**src/rtl/can_lb_pkg.sv**
```systemverilog
package can_lb_pkg;

  typedef enum logic [1:0] {
    LB_NORMAL   = 2'b00,
    LB_MONITOR  = 2'b01,
    LB_EXTERNAL = 2'b10,
    LB_INTERNAL = 2'b11
  } lb_mode_e;

  localparam logic RECESSIVE = 1'b1;

  function automatic lb_mode_e lb_decode(input logic loop_en, input logic mon_en);
    return lb_mode_e'({loop_en, mon_en});
  endfunction

  function automatic logic lb_is_loop(input lb_mode_e m);
    return (m == LB_EXTERNAL) || (m == LB_INTERNAL);
  endfunction

  function automatic logic lb_tx_silent(input lb_mode_e m);
    return (m == LB_MONITOR) || (m == LB_INTERNAL);
  endfunction

endpackage

```
**src/rtl/can_lb_mode_ctl.sv**
```systemverilog
module can_lb_mode_ctl
  import can_lb_pkg::*;
(
  input  logic     clk,
  input  logic     rst,
  input  logic     cfg_loop,
  input  logic     cfg_mon,
  input  logic     eng_idle,
  output lb_mode_e mode_q,
  output logic     loop_q
);

  lb_mode_e mode_d;

  always_comb begin
    mode_d = mode_q;
    if (eng_idle) mode_d = lb_decode(cfg_loop, cfg_mon);
  end

  always_ff @(posedge clk) begin
    if (rst) begin
      mode_q <= LB_NORMAL;
      loop_q <= 1'b0;
    end else begin
      mode_q <= mode_d;
      loop_q <= lb_is_loop(mode_d);
    end
  end

  // a busy engine freezes the active mode
  a_r7_hold_while_busy: assert property (@(posedge clk) disable iff (rst)
    !eng_idle |=> $stable(mode_q));

  // an idle edge adopts the requested configuration
  a_r7_adopt_when_idle: assert property (@(posedge clk) disable iff (rst)
    eng_idle |=> mode_q == lb_decode($past(cfg_loop), $past(cfg_mon)));

endmodule

```
**src/rtl/can_lb_rx_sync.sv**
```systemverilog
module can_lb_rx_sync #(
  parameter int STAGES = 2
) (
  input  logic clk,
  input  logic rst,
  input  logic d,
  output logic q
);

  logic [STAGES-1:0] chain;

  generate
    if (STAGES == 1) begin : g_one
      always_ff @(posedge clk) begin
        if (rst) chain <= 1'b1;
        else     chain <= d;
      end
    end else begin : g_many
      always_ff @(posedge clk) begin
        if (rst) chain <= '1;
        else     chain <= {chain[STAGES-2:0], d};
      end
    end
  endgenerate

  assign q = chain[STAGES-1];

endmodule

```
**src/rtl/can_lb_route.sv**
```systemverilog
module can_lb_route
  import can_lb_pkg::*;
(
  input  logic     clk,
  input  logic     rst,
  input  lb_mode_e mode,
  input  logic     eng_tx,
  input  logic     rx_synced,
  output logic     tx_pin_q,
  output logic     eng_rx_q
);

  logic tx_d, rx_d;

  always_comb begin
    tx_d = lb_tx_silent(mode) ? RECESSIVE : eng_tx;
    rx_d = lb_is_loop(mode) ? eng_tx : rx_synced;
  end

  always_ff @(posedge clk) begin
    if (rst) begin
      tx_pin_q <= RECESSIVE;
      eng_rx_q <= RECESSIVE;
    end else begin
      tx_pin_q <= tx_d;
      eng_rx_q <= rx_d;
    end
  end

  // internal loopback keeps the bus pin recessive
  a_r5_internal_silent: assert property (@(posedge clk) disable iff (rst)
    (mode == LB_INTERNAL) |=> tx_pin_q == RECESSIVE);

  // monitoring keeps the bus pin recessive
  a_r3_monitor_silent: assert property (@(posedge clk) disable iff (rst)
    (mode == LB_MONITOR) |=> tx_pin_q == RECESSIVE);

  // loopback returns the engine's own bit
  a_r4_loop_feedback: assert property (@(posedge clk) disable iff (rst)
    lb_is_loop(mode) |=> eng_rx_q == $past(eng_tx));

endmodule

```
**src/rtl/can_loopback_pinctl.sv**
```systemverilog
module can_loopback_pinctl
  import can_lb_pkg::*;
#(
  parameter int SYNC_STAGES = 2
) (
  input  logic clk,
  input  logic rst,
  input  logic eng_tx_i,
  input  logic rx_pin_i,
  input  logic cfg_loop_i,
  input  logic cfg_mon_i,
  input  logic eng_idle_i,
  output logic tx_pin_o,
  output logic eng_rx_o,
  output logic ack_err_mask_o
);

  lb_mode_e mode_q;
  logic     loop_q;
  logic     rx_synced;

  can_lb_mode_ctl u_mode (
    .clk      (clk),
    .rst      (rst),
    .cfg_loop (cfg_loop_i),
    .cfg_mon  (cfg_mon_i),
    .eng_idle (eng_idle_i),
    .mode_q   (mode_q),
    .loop_q   (loop_q)
  );

  can_lb_rx_sync #(.STAGES(SYNC_STAGES)) u_sync (
    .clk (clk),
    .rst (rst),
    .d   (rx_pin_i),
    .q   (rx_synced)
  );

  can_lb_route u_route (
    .clk       (clk),
    .rst       (rst),
    .mode      (mode_q),
    .eng_tx    (eng_tx_i),
    .rx_synced (rx_synced),
    .tx_pin_q  (tx_pin_o),
    .eng_rx_q  (eng_rx_o)
  );

  assign ack_err_mask_o = loop_q;

  // the mask can only rise after an idle edge that requested loopback
  a_r6_mask_rise_source: assert property (@(posedge clk) disable iff (rst)
    $rose(ack_err_mask_o) |-> $past(cfg_loop_i && eng_idle_i));

  // the mask agrees with the mode register in the control module
  a_r6_mask_matches_mode: assert property (@(posedge clk) disable iff (rst)
    ack_err_mask_o == mode_q[1]);

  // normal mode drives the pin from the engine
  a_r2_normal_tx: assert property (@(posedge clk) disable iff (rst)
    (mode_q == LB_NORMAL) |=> tx_pin_o == $past(eng_tx_i));

  // external loopback still shows the stream on the pin
  a_r4_external_tx: assert property (@(posedge clk) disable iff (rst)
    (mode_q == LB_EXTERNAL) |=> tx_pin_o == $past(eng_tx_i));

endmodule

```
**config.mk**
```make
export PLATFORM = sky130hd
export DESIGN_NAME = can_loopback_pinctl
export DESIGN_NICKNAME = d
export VERILOG_FILES = /design/src/rtl/can_lb_pkg.sv /design/src/rtl/can_lb_mode_ctl.sv /design/src/rtl/can_lb_rx_sync.sv /design/src/rtl/can_lb_route.sv /design/src/rtl/can_loopback_pinctl.sv
export SDC_FILE = /design/constraint.sdc
export NUM_CORES = 1
export LEC_CHECK = 0
export BUFFER_PORTS_ARGS = -buffer_cell sky130_fd_sc_hd__buf_2
export CAP_MARGIN = 15
export CORE_AREA = 2 2 39 41
export CTS_BUF_LIST = sky130_fd_sc_hd__clkbuf_8 sky130_fd_sc_hd__clkbuf_16
export CTS_CLUSTER_DIAMETER = 150
export DETAILED_ROUTE_END_ITERATION = 12
export DIE_AREA = 0 0 41 43
export PLACE_DENSITY = 0.35
export SLEW_MARGIN = 0
export SYNTH_ARGS = -nofsm -noshare
export SYNTH_HDL_FRONTEND = slang
export SYNTH_SLANG_ARGS = --single-unit
```
**constraint.sdc**
```tcl
create_clock -name clk -period 1.3 [get_ports clk]
set_input_delay 0.13 -clock clk [delete_from_list [all_inputs] [get_ports clk]]
set_output_delay 0.13 -clock clk [all_outputs]
set_load 0.05 [all_outputs]
```
### Word level (Yosys, flattened, before mapping)

Cells that the tools add are included.
Widths: inputs -> output; s select.

| cells by class | value |
|---|---|
| $add $sub $neg | 0 |
| $mul | 0 |
| divide/modulo/power cells | 0 |
| order comparisons | 0 |
| eq/ne operators | 5 |
| shift-type cells | 0 |
| multiplexer cells | 2 |
| bitwise operators | 0 |
| reductions and logical operators | 4 |

Operators with widths:

| operator | number |
|---|---|
| $eq 2x2->1 const B | 4 |
| $logic_or 1x1->1 | 3 |
| $eq 2x1->1 const B | 1 |
| $mux 2 | 1 |
| $reduce_or 2->1 | 1 |
| $mux 1 | 1 |

| storage, ports and cells | value |
|---|---|
| bits in registers | 7 |
| bits in latches | 0 |
| memory bits (writable) | 0 |
| bits in read-only memories | 0 |
| input bits | 7 |
| output and inout port bits | 3 |
| logic and storage cells | 16 |
| memories kept | 0 |

### Logic depth before layout (Yosys ltp)

Gate-level depths: netlist of the first run.

| depth | value |
|---|---|
| depth in word-level cells | 3 |
| gate-level depth with buffers | 2 |
| depth with buffers taken out | 2 |

### Modules after synthesis

From an unflattened synthesis of the first run, not the netlist that was laid out.

| second synthesis, totals | value |
|---|---|
| cells, all modules | 16 |
| area total of the unflattened synthesis | 188.9 µm² |

By module, submodules not included:

| module | instances | cells an instance | area each (µm²) |
|---|---|---|---|
| can_lb_mode_ctl | 1 | 7 | 75.1 |
| can_lb_route | 1 | 5 | 61.3 |
| can_lb_rx_sync | 1 | 4 | 52.6 |

### Worst setup path after synthesis of the first run

Ideal clock, no wire load.

| timing path | value |
|---|---|
| path type | register -> register |
| start | register with a tool-made name |
| end | register u_route.eng_rx_q |
| setup time | 0.120 ns |
| data arrival time | 0.948 ns |
| required time | 1.180 ns |
| slack | 0.232 ns |
| stages on the path, launching flop included | 3 |
| buffers on the path | 0 |
| period minus slack after synthesis | 1.068 ns |
| path through | dfxtp_1 > nor2b_1 > a211o_1 |

RTL lines:

| element | line | source |
|---|---|---|
| end signal, assigned | can_lb_route.sv:26 | `eng_rx_q <= rx_d;` |
| end, declared | can_lb_route.sv:10 | `output logic eng_rx_q` |

==> impl_metrics.env, run 1 <==
export IMPL_synth_area_um2=181.4
export IMPL_max_freq_ghz=1.023
export IMPL_drv_slew=0
export IMPL_final_cell_area_um2=287.8
export IMPL_hold_viol=0
export IMPL_power_share_clock_pct=52.2
export IMPL_peakVddDrop_mv=0.8035
export IMPL_clk_latency_ps=220
export IMPL_crit_fanout=4
export IMPL_drt_pass1_iter_count=1
export IMPL_yosysUniqueCellTypes=7
export IMPL_synth_area_per_cell_um2=12.09
export IMPL_synth_top_area_cell="dfxtp_1"
export IMPL_max_cap_violations=0
export IMPL_p_leak_uw=0.0001317
export IMPL_rows=14
export IMPL_worst_pin_slew_ps=250.4
export IMPL_p_sw_share_pct=20.16
export IMPL_fin_worst_skew_ps=1.958
export IMPL_critPathCaptureType="primary output"
export IMPL_diodes=0
export IMPL_status="finished, final reports clean"
export IMPL_place_gp_congestion=0.5933
export IMPL_power_density_nw_per_um2=1791
export IMPL_synthCells=15
export IMPL_clkTransAtPathRegs_ps=30
export IMPL_intPower_uw=411.6
export IMPL_start_util_pct=13.11
export IMPL_num_io_pins=10
export IMPL_yosys_warnings=0
export IMPL_vias=136
export IMPL_ys_seq_area_share_pct=66.21
export IMPL_grt_start_max_net_pins=7
export IMPL_crit_type="flip-flop to primary output"
export IMPL_place_ws_ps=529.3
export IMPL_gr_usage_all_layers_pct=4.230
export IMPL_remaining_drc_errors=0
export IMPL_wl_per_cell_um=7.349
export IMPL_dpl_cell_area_um2=246.5
export IMPL_synth_seq_cells=6
export IMPL_slowest_delay_ps=350
export IMPL_setup_ws_ps=322.0
export IMPL_grt_pass1_wl_um=414
export IMPL_gr_total_overflow=0
export IMPL_setup_worst_path_start_class="flip-flop"
export IMPL_die_area_um2=1763
export IMPL_antenna_found_initial=0
export IMPL_path_delay_family="flip-flops"
export IMPL_syn_to_final_growth_pct=58.62
export IMPL_cts_buffer_depth=2
export IMPL_p_total_uw=515.5
export IMPL_cts_sinks=6
export IMPL_drt_total_wl_um=316
export IMPL_postCtsResizedCells=0
export IMPL_p_seq_share_pct=38.6
export IMPL_cts_buffers=3
export IMPL_die_w_um=41
export IMPL_tritoncts="yes"
export IMPL_syn_nets=22
export IMPL_pwr_share_comb_pct=9.3
export IMPL_synthTopCellsByArea="dfxtp_1, mux2i_1, or2_2"
export IMPL_post_cts_buffers=0
export IMPL_fin_crit_ps=978.0
export IMPL_grt_pass1_vias=109
export IMPL_crit_buf_inv=1
export IMPL_cts_root_buf="clkbuf_8"
export IMPL_dieHeight_um=43
export IMPL_crit_slowest_cell="dfxtp_1"
export IMPL_ant_nets=0
export IMPL_min_from="rx_pin_i"
export IMPL_p_switching_uw=104.0
export IMPL_required_ps=1170
export IMPL_cp_cell_sequence="buf_2"
export IMPL_final_hold_worst_slack_ps=95.68
export IMPL_rsz0062_at_grt="no"
export IMPL_drt_first_iter_violations=0
export IMPL_setup_viol=0
export IMPL_period_share_pct=75.23
export IMPL_finalSetupTns_ps=0
export IMPL_port_buffers=9
export IMPL_core_um2=1384
export IMPL_fin_nets=36
export IMPL_h_tree_depth=1
export IMPL_worstHoldPathType="input port to flip-flop"
export IMPL_slew_headroom_pct=83.42
export IMPL_ctsHoldBuffers=0
export IMPL_via_per_inst=3.163
export IMPL_netlist_area_leader_share_pct=66.21
export IMPL_worstPathArrival_ps=850
export IMPL_layout_drive_gt1_share_pct=51.85
==> power by group through the flow <==
stage                     clock (uW)  sequential (uW)  combinational (uW)
after floorplan                    0              221                11.1
after global placement             0              201                48.2
after detailed placement           0              202                48.4
after CTS                        283              199                48.5
after global routing             295              200                51.8
final                            269              199                47.9
==> cells in the final DEF (no fill, tap or decap), drive strengths merged <==
cell type,count
buf,9
clkbuf,3
or2,2
or3,1
mux2i,2
nor2,2
nor2b,1
a211o,1
dfxtp,6
==> logic make-up (layout without fill, tap and decap cells) <==
family,after synthesis,count (layout),synth area share (%)
AND/OR/NAND/NOR,6,6,17.94
flip-flops,6,6,66.21
multiplexers,2,2,11.03
buffers and inverters,0,12,0
AO/OA/AOI/OAI,1,1,4.828
==> through the flow <==
stage / utilization, % / instances
after global placement: 17.81 / 40
final: 20.80 / 43
after CTS: 20.80 / 43
after floorplan: - / 15
after global routing: 20.80 / 43
after detailed placement: 17.81 / 40
==> worst paths after layout <==
path | end | slack [ps] | depth (start not counted)
setup / recovery | ack_err_mask_o | 320 | 1
hold reg to reg | u_sync.chain[1] | 400 | 1
setup reg to reg | u_route.tx_pin_q | 530 | 1
hold / removal | u_sync.chain[0] | 100 | 2
==> area by class of cell <==
class | instances | area (um^2)
Sequential cell | 6 | 120.1
Timing Repair Buffer | 9 | 45.04
Multi-Input combinational cell | 9 | 61.31
Clock buffer | 3 | 41.29
Tap cell | 16 | 20.02
Fill cell | 158 | 1096
==> routing by layer <==
layer	up-vias	share of wire [%]	global-route usage [%]
met4	0	0	0
met1	51	51	4.870
met5	-	0	0
li1	75	-	-
met2	10	28	3.750
met3	0	22	7.853
==> cell usage after synthesis <==
cell     count
mux2i_1      2
nor2_1       2
or2_2        2
or3_1        1
nor2b_1      1
a211o_1      1
dfxtp_1      6
Note: power is estimated with default switching activity, not from simulation.
==> inputs of run 2 (changes only) <==
==> constraint.sdc (replaced) <==
create_clock -name clk -period 0.9 [get_ports clk]
set_input_delay 0.09 -clock clk [delete_from_list [all_inputs] [get_ports clk]]
set_output_delay 0.09 -clock clk [all_outputs]
set_load 0.05 [all_outputs]
==> run 2 against run 1 <==
  * Setup slack worse by 280 ps
  * First-iteration DRC count up 1
  * Largest cell class unchanged
  * Wire length up 4.1%
  * Design area up 1.3%
  * Power up 46%
  * Via count up 4.4%
  * Cell count unchanged
  * Sequential cell count unchanged
  * Critical path depth unchanged
==> impl_metrics.env, run 2 (synthesis results as in run 1) <==
export IMPL_status="finished, final reports clean"
export IMPL_required_ps=810
export IMPL_hold_viol=0
export IMPL_max_cap_violations=0
export IMPL_drt_pass1_iter_count=2
export IMPL_cts_root_buf="clkbuf_8"
export IMPL_postCtsResizedCells=1
export IMPL_port_buffers=9
export IMPL_drv_slew=0
export IMPL_peakVddDrop_mv=0.8076
export IMPL_p_leak_uw=0.0001322
export IMPL_slew_headroom_pct=83.39
export IMPL_fin_nets=36
export IMPL_tritoncts="yes"
export IMPL_gr_total_overflow=0
export IMPL_critPathCaptureType="primary output"
export IMPL_num_io_pins=10
export IMPL_die_area_um2=1763
export IMPL_post_cts_buffers=0
export IMPL_vias=142
export IMPL_drt_first_iter_violations=1
export IMPL_ff_latch_area_um2=121.4
export IMPL_final_common_cell="buf_2"
export IMPL_clkTransAtPathRegs_ps=30
export IMPL_diodes=0
export IMPL_grt_pass1_vias=131
export IMPL_syn_to_final_growth_pct=60.69
export IMPL_slowest_delay_ps=300
export IMPL_worstPathArrival_ps=770
export IMPL_h_tree_depth=1
export IMPL_cp_cell_sequence="buf_2"
export IMPL_die_w_um=41
export IMPL_crit_slowest_cell="dfxtp_1"
export IMPL_setup_viol=0
export IMPL_cts_buffer_depth=2
export IMPL_p_sw_share_pct=20.48
export IMPL_p_seq_share_pct=38.4
export IMPL_ctsHoldBuffers=0
export IMPL_min_path_cells=2
export IMPL_fin_worst_skew_ps=0.9528
export IMPL_cts_sinks=6
export IMPL_crit_fanout=1
export IMPL_final_hold_worst_slack_ps=51.06
export IMPL_start_util_pct=13.11
export IMPL_setup_worst_path_start_class="flip-flop"
export IMPL_multi_input_area_um2=61.31
export IMPL_crit_cells=1
export IMPL_dieHeight_um=43
export IMPL_clk_latency_ps=220
export IMPL_crit_type="flip-flop to primary output"
export IMPL_period_share_pct=95.26
export IMPL_rsz0062_at_grt="no"
export IMPL_fin_crit_ps=857.4
export IMPL_path_delay_family="flip-flops"
export IMPL_crit_buf_inv=1
export IMPL_cts_buffers=3
export IMPL_power_share_clock_pct=52.2
export IMPL_max_freq_ghz=1.166
export IMPL_wl_per_cell_um=7.651
export IMPL_finalSetupTns_ps=0
export IMPL_via_per_inst=3.302
export IMPL_power_density_nw_per_um2=2575
export IMPL_drt_total_wl_um=329
export IMPL_layout_drive_gt1_share_pct=55.56
export IMPL_remaining_drc_errors=0
export IMPL_intPower_uw=596.9
export IMPL_place_gp_congestion=0.5959
export IMPL_nFillCells=154
export IMPL_r2r_cells=1
export IMPL_pwr_share_comb_pct=9.4
export IMPL_ant_nets=0
export IMPL_core_um2=1384
export IMPL_gr_usage_all_layers_pct=5.035
export IMPL_rows=14
export IMPL_final_cell_mix="buf_2, dfxtp_1, clkbuf_8"
export IMPL_grt_pass1_wl_um=476
export IMPL_antenna_found_initial=0
export IMPL_worstHoldPathType="input port to flip-flop"
export IMPL_worst_pin_slew_ps=250.9
export IMPL_p_switching_uw=153.7
export IMPL_grt_start_max_net_pins=7
run 2: cell types whose count changed in the layout (fill, tap and decap cells not counted):
cell     previous run  this run
dfxtp_2             0         1
buf_4               0         1
buf_2               9         8
dfxtp_1             6         5
run 2: power groups by stage:
| stage | combinational, uW | sequential (uW) | clock (uW) |
|---|---|---|---|
| after global routing | 76.1 | 289 | 426 |
| final | 70.5 | 288 | 392 |
| after detailed placement | 70.2 | 292 | 0 |
| after CTS | 71.8 | 289 | 413 |
| after global placement | 69.4 | 292 | 0 |
| after floorplan | 16.0 | 319 | 0 |
run 2: final timing paths:
check / slack [ps] / endpoint / from
worst max-delay path: 40 / eng_rx_o / u_route.eng_rx_q
worst min-delay path: 50 / u_sync.chain[0] / rx_pin_i
worst max register to register: 130 / u_route.tx_pin_q / flip-flop
worst min register to register: 410 / u_sync.chain[1] / u_sync.chain[0]
run 2: area by class of cell:
type                            instances  area share (%)
Sequential cell                         6           41.63
Timing Repair Buffer                    9           16.31
Clock buffer                            3           14.16
Multi-Input combinational cell          9           21.03
Tap cell                               16           6.867
run 2: layer usage:
metal	GRT usage (%)	routed length, um	up-vias
li1	-	-	74
met1	3.896	155	58
met2	5.313	118	10
met3	6.283	56	0
met4	6.000	0	0
met5	0	0	-
run 2: metrics by stage:
step	cell area, um^2	setup slack (ps)	cells	util [%]	total power [uW]
6_report	291.5	42.62	43	21.07	750.6
3_5_place_dp	247.7	130.4	40	17.90	362.6
3_3_place_gp	247.7	143.9	40	17.90	361.2
2_1_floorplan	182.7	7.411	15	-	335.2
5_1_grt	291.5	17.70	43	21.07	791.0
4_1_cts	291.5	28.96	43	21.07	773.1
==> inputs of run 3 (changes only) <==
--- a/config.mk
+++ b/config.mk
@@ -5,14 +5,14 @@
 export SDC_FILE = /design/constraint.sdc
 export NUM_CORES = 1
 export LEC_CHECK = 0
-export BUFFER_PORTS_ARGS = -buffer_cell sky130_fd_sc_hd__buf_2
 export CAP_MARGIN = 15
 export CORE_AREA = 2 2 39 41
-export CTS_BUF_LIST = sky130_fd_sc_hd__clkbuf_8 sky130_fd_sc_hd__clkbuf_16
+export CTS_BUF_LIST = sky130_fd_sc_hd__clkbuf_4
 export CTS_CLUSTER_DIAMETER = 150
 export DETAILED_ROUTE_END_ITERATION = 12
 export DIE_AREA = 0 0 41 43
-export PLACE_DENSITY = 0.35
+export DONT_BUFFER_PORTS = 1
+export PLACE_DENSITY = 0.3
 export SLEW_MARGIN = 0
 export SYNTH_ARGS = -nofsm -noshare
 export SYNTH_HDL_FRONTEND = slang
==> run 3 against run 2 <==
  * First-iteration DRC count rose to 3.0 times the previous value
  * Fmax down 0.99%
  * Critical path type is now input port to flip-flop
  * Wire length down 2.7%
==> impl_metrics.env, run 3 (synthesis results as in run 1) <==
export IMPL_rsz0062_at_grt="no"
export IMPL_die_area_um2=1763
export IMPL_p_total_uw=605.8
export IMPL_fin_nets=33
export IMPL_gr_total_overflow=0
export IMPL_power_density_nw_per_um2=2069
export IMPL_grt_pass1_wl_um=545
export IMPL_clkTransAtPathRegs_ps=40
export IMPL_status="finished, final reports clean"
export IMPL_hold_viol=0
export IMPL_worstPathArrival_ps=990
export IMPL_nFillCells=151
export IMPL_period_share_pct=96.22
export IMPL_num_io_pins=10
export IMPL_power_share_clock_pct=39.5
export IMPL_grt_start_max_net_pins=7
export IMPL_crit_buf_inv=1
export IMPL_ff_latch_area_um2=121.4
export IMPL_startpoint="eng_tx_i"
export IMPL_multi_input_area_um2=61.31
export IMPL_finalSetupTns_ps=0
export IMPL_drt_first_iter_violations=3
export IMPL_worst_pin_slew_ps=191.0
export IMPL_final_common_cell="dfxtp_1"
export IMPL_cts_sinks=6
export IMPL_vias=141
export IMPL_fin_worst_skew_ps=1.924
export IMPL_antenna_found_initial=0
export IMPL_drt_pass1_iter_count=2
export IMPL_layout_drive_gt1_share_pct=37.50
export IMPL_dieHeight_um=43
export IMPL_required_ps=1020
export IMPL_wl_per_cell_um=8.000
export IMPL_place_gp_congestion=0.6258
export IMPL_remaining_drc_errors=0
export IMPL_p_switching_uw=135.9
export IMPL_path_delay_family="buffers and inverters"
export IMPL_ant_nets=0
export IMPL_start_util_pct=13.11
export IMPL_final_cell_area_um2=292.8
export IMPL_via_per_inst=3.525
export IMPL_peakVddDrop_mv=0.9650
export IMPL_setup_viol=0
export IMPL_syn_to_final_growth_pct=61.38
export IMPL_crit_type="input port to flip-flop"
export IMPL_worstHoldPathType="input port to flip-flop"
export IMPL_cts_buffer_depth=2
export IMPL_intPower_uw=469.8
export IMPL_core_um2=1384
export IMPL_drt_total_wl_um=320
export IMPL_setup_ws_ps=34.03
export IMPL_grt_pass1_vias=154
export IMPL_final_hold_worst_slack_ps=5.523
export IMPL_crit_fanout=2
export IMPL_final_cell_mix="dfxtp_1, clkbuf_4"
export IMPL_max_freq_ghz=1.155
export IMPL_diodes=0
export IMPL_place_ws_ps=134.7
export IMPL_cts_buffers=3
export IMPL_fin_crit_ps=866.0
export IMPL_slew_headroom_pct=87.27
export IMPL_h_tree_depth=1
export IMPL_slowest_delay_ps=560
export IMPL_min_from="cfg_mon_i"
export IMPL_rows=14
export IMPL_critPathCaptureType="flip-flop"
export IMPL_pwr_share_comb_pct=12.8
export IMPL_crit_slowest_cell="dlygate4sd3_1"
export IMPL_clk_latency_ps=240
export IMPL_max_cap_violations=0
export IMPL_cp_cell_sequence="dlygate4sd3_1 -> or3_1"
export IMPL_p_seq_share_pct=47.7
export IMPL_gr_usage_all_layers_pct=5.327
export IMPL_port_buffers=0
export IMPL_cts_root_buf="clkbuf_4"
export IMPL_dpl_cell_area_um2=237.7
export IMPL_p_leak_uw=0.0001286
export IMPL_setup_worst_path_start_class="input port"
export IMPL_p_sw_share_pct=22.44
export IMPL_die_w_um=41
export IMPL_drv_slew=0
export IMPL_tritoncts="yes"
[run 3: power groups by stage]
stage / Combinational, uW / Clock, uW / Sequential [uW]
5_1_grt: 82.2 / 278 / 290
2_1_floorplan: 16.0 / 0 / 319
6_report: 77.7 / 239 / 289
3_3_place_gp: 63.9 / 0 / 294
4_1_cts: 77.9 / 251 / 289
3_5_place_dp: 64.0 / 0 / 294
[run 3: area by class of cell]
| type | instances | share of cell area, % |
|---|---|---|
| well taps | 16 | 6.838 |
| multi-input cells | 9 | 20.94 |
| repair buffers | 6 | 23.08 |
| flip-flops and latches | 6 | 41.45 |
| clock buffers | 3 | 7.692 |
[run 3: final timing paths]
| path | cells past startpoint | endpoint | slack, ps |
|---|---|---|---|
| setup / recovery | 2 | u_route.tx_pin_q | 30 |
| hold / removal | 2 | flip-flop | 6 |
| setup reg to reg | 1 | u_route.tx_pin_q | 140 |
| hold reg to reg | 1 | u_sync.chain[1] | 400 |
[run 3: what timing repair did]
item	in CTS	in global routing
resized for setup	0	1
hold buffers	3	0
hold endpoints to repair	6	0
buffers inserted	0	0
endpoints found under the setup margin	0	1
[run 3: metrics by stage]
| step | cells | utilization [%] |
|---|---|---|
| finish | 40 | 21.16 |
| global route | 40 | 21.16 |
| CTS | 40 | 20.98 |
| detailed placement | 34 | 17.18 |
| global placement | 34 | 17.18 |
| floorplan | 15 | - |
[run 3: routing by layer]
metal / track usage, % / share of wire (%) / routed length (um)
met4: 4.000 / 0 / 0
met2: 6.875 / 46 / 147
met1: 4.194 / 40 / 127
met3: 6.283 / 14 / 44
met5: 0 / 0 / 0
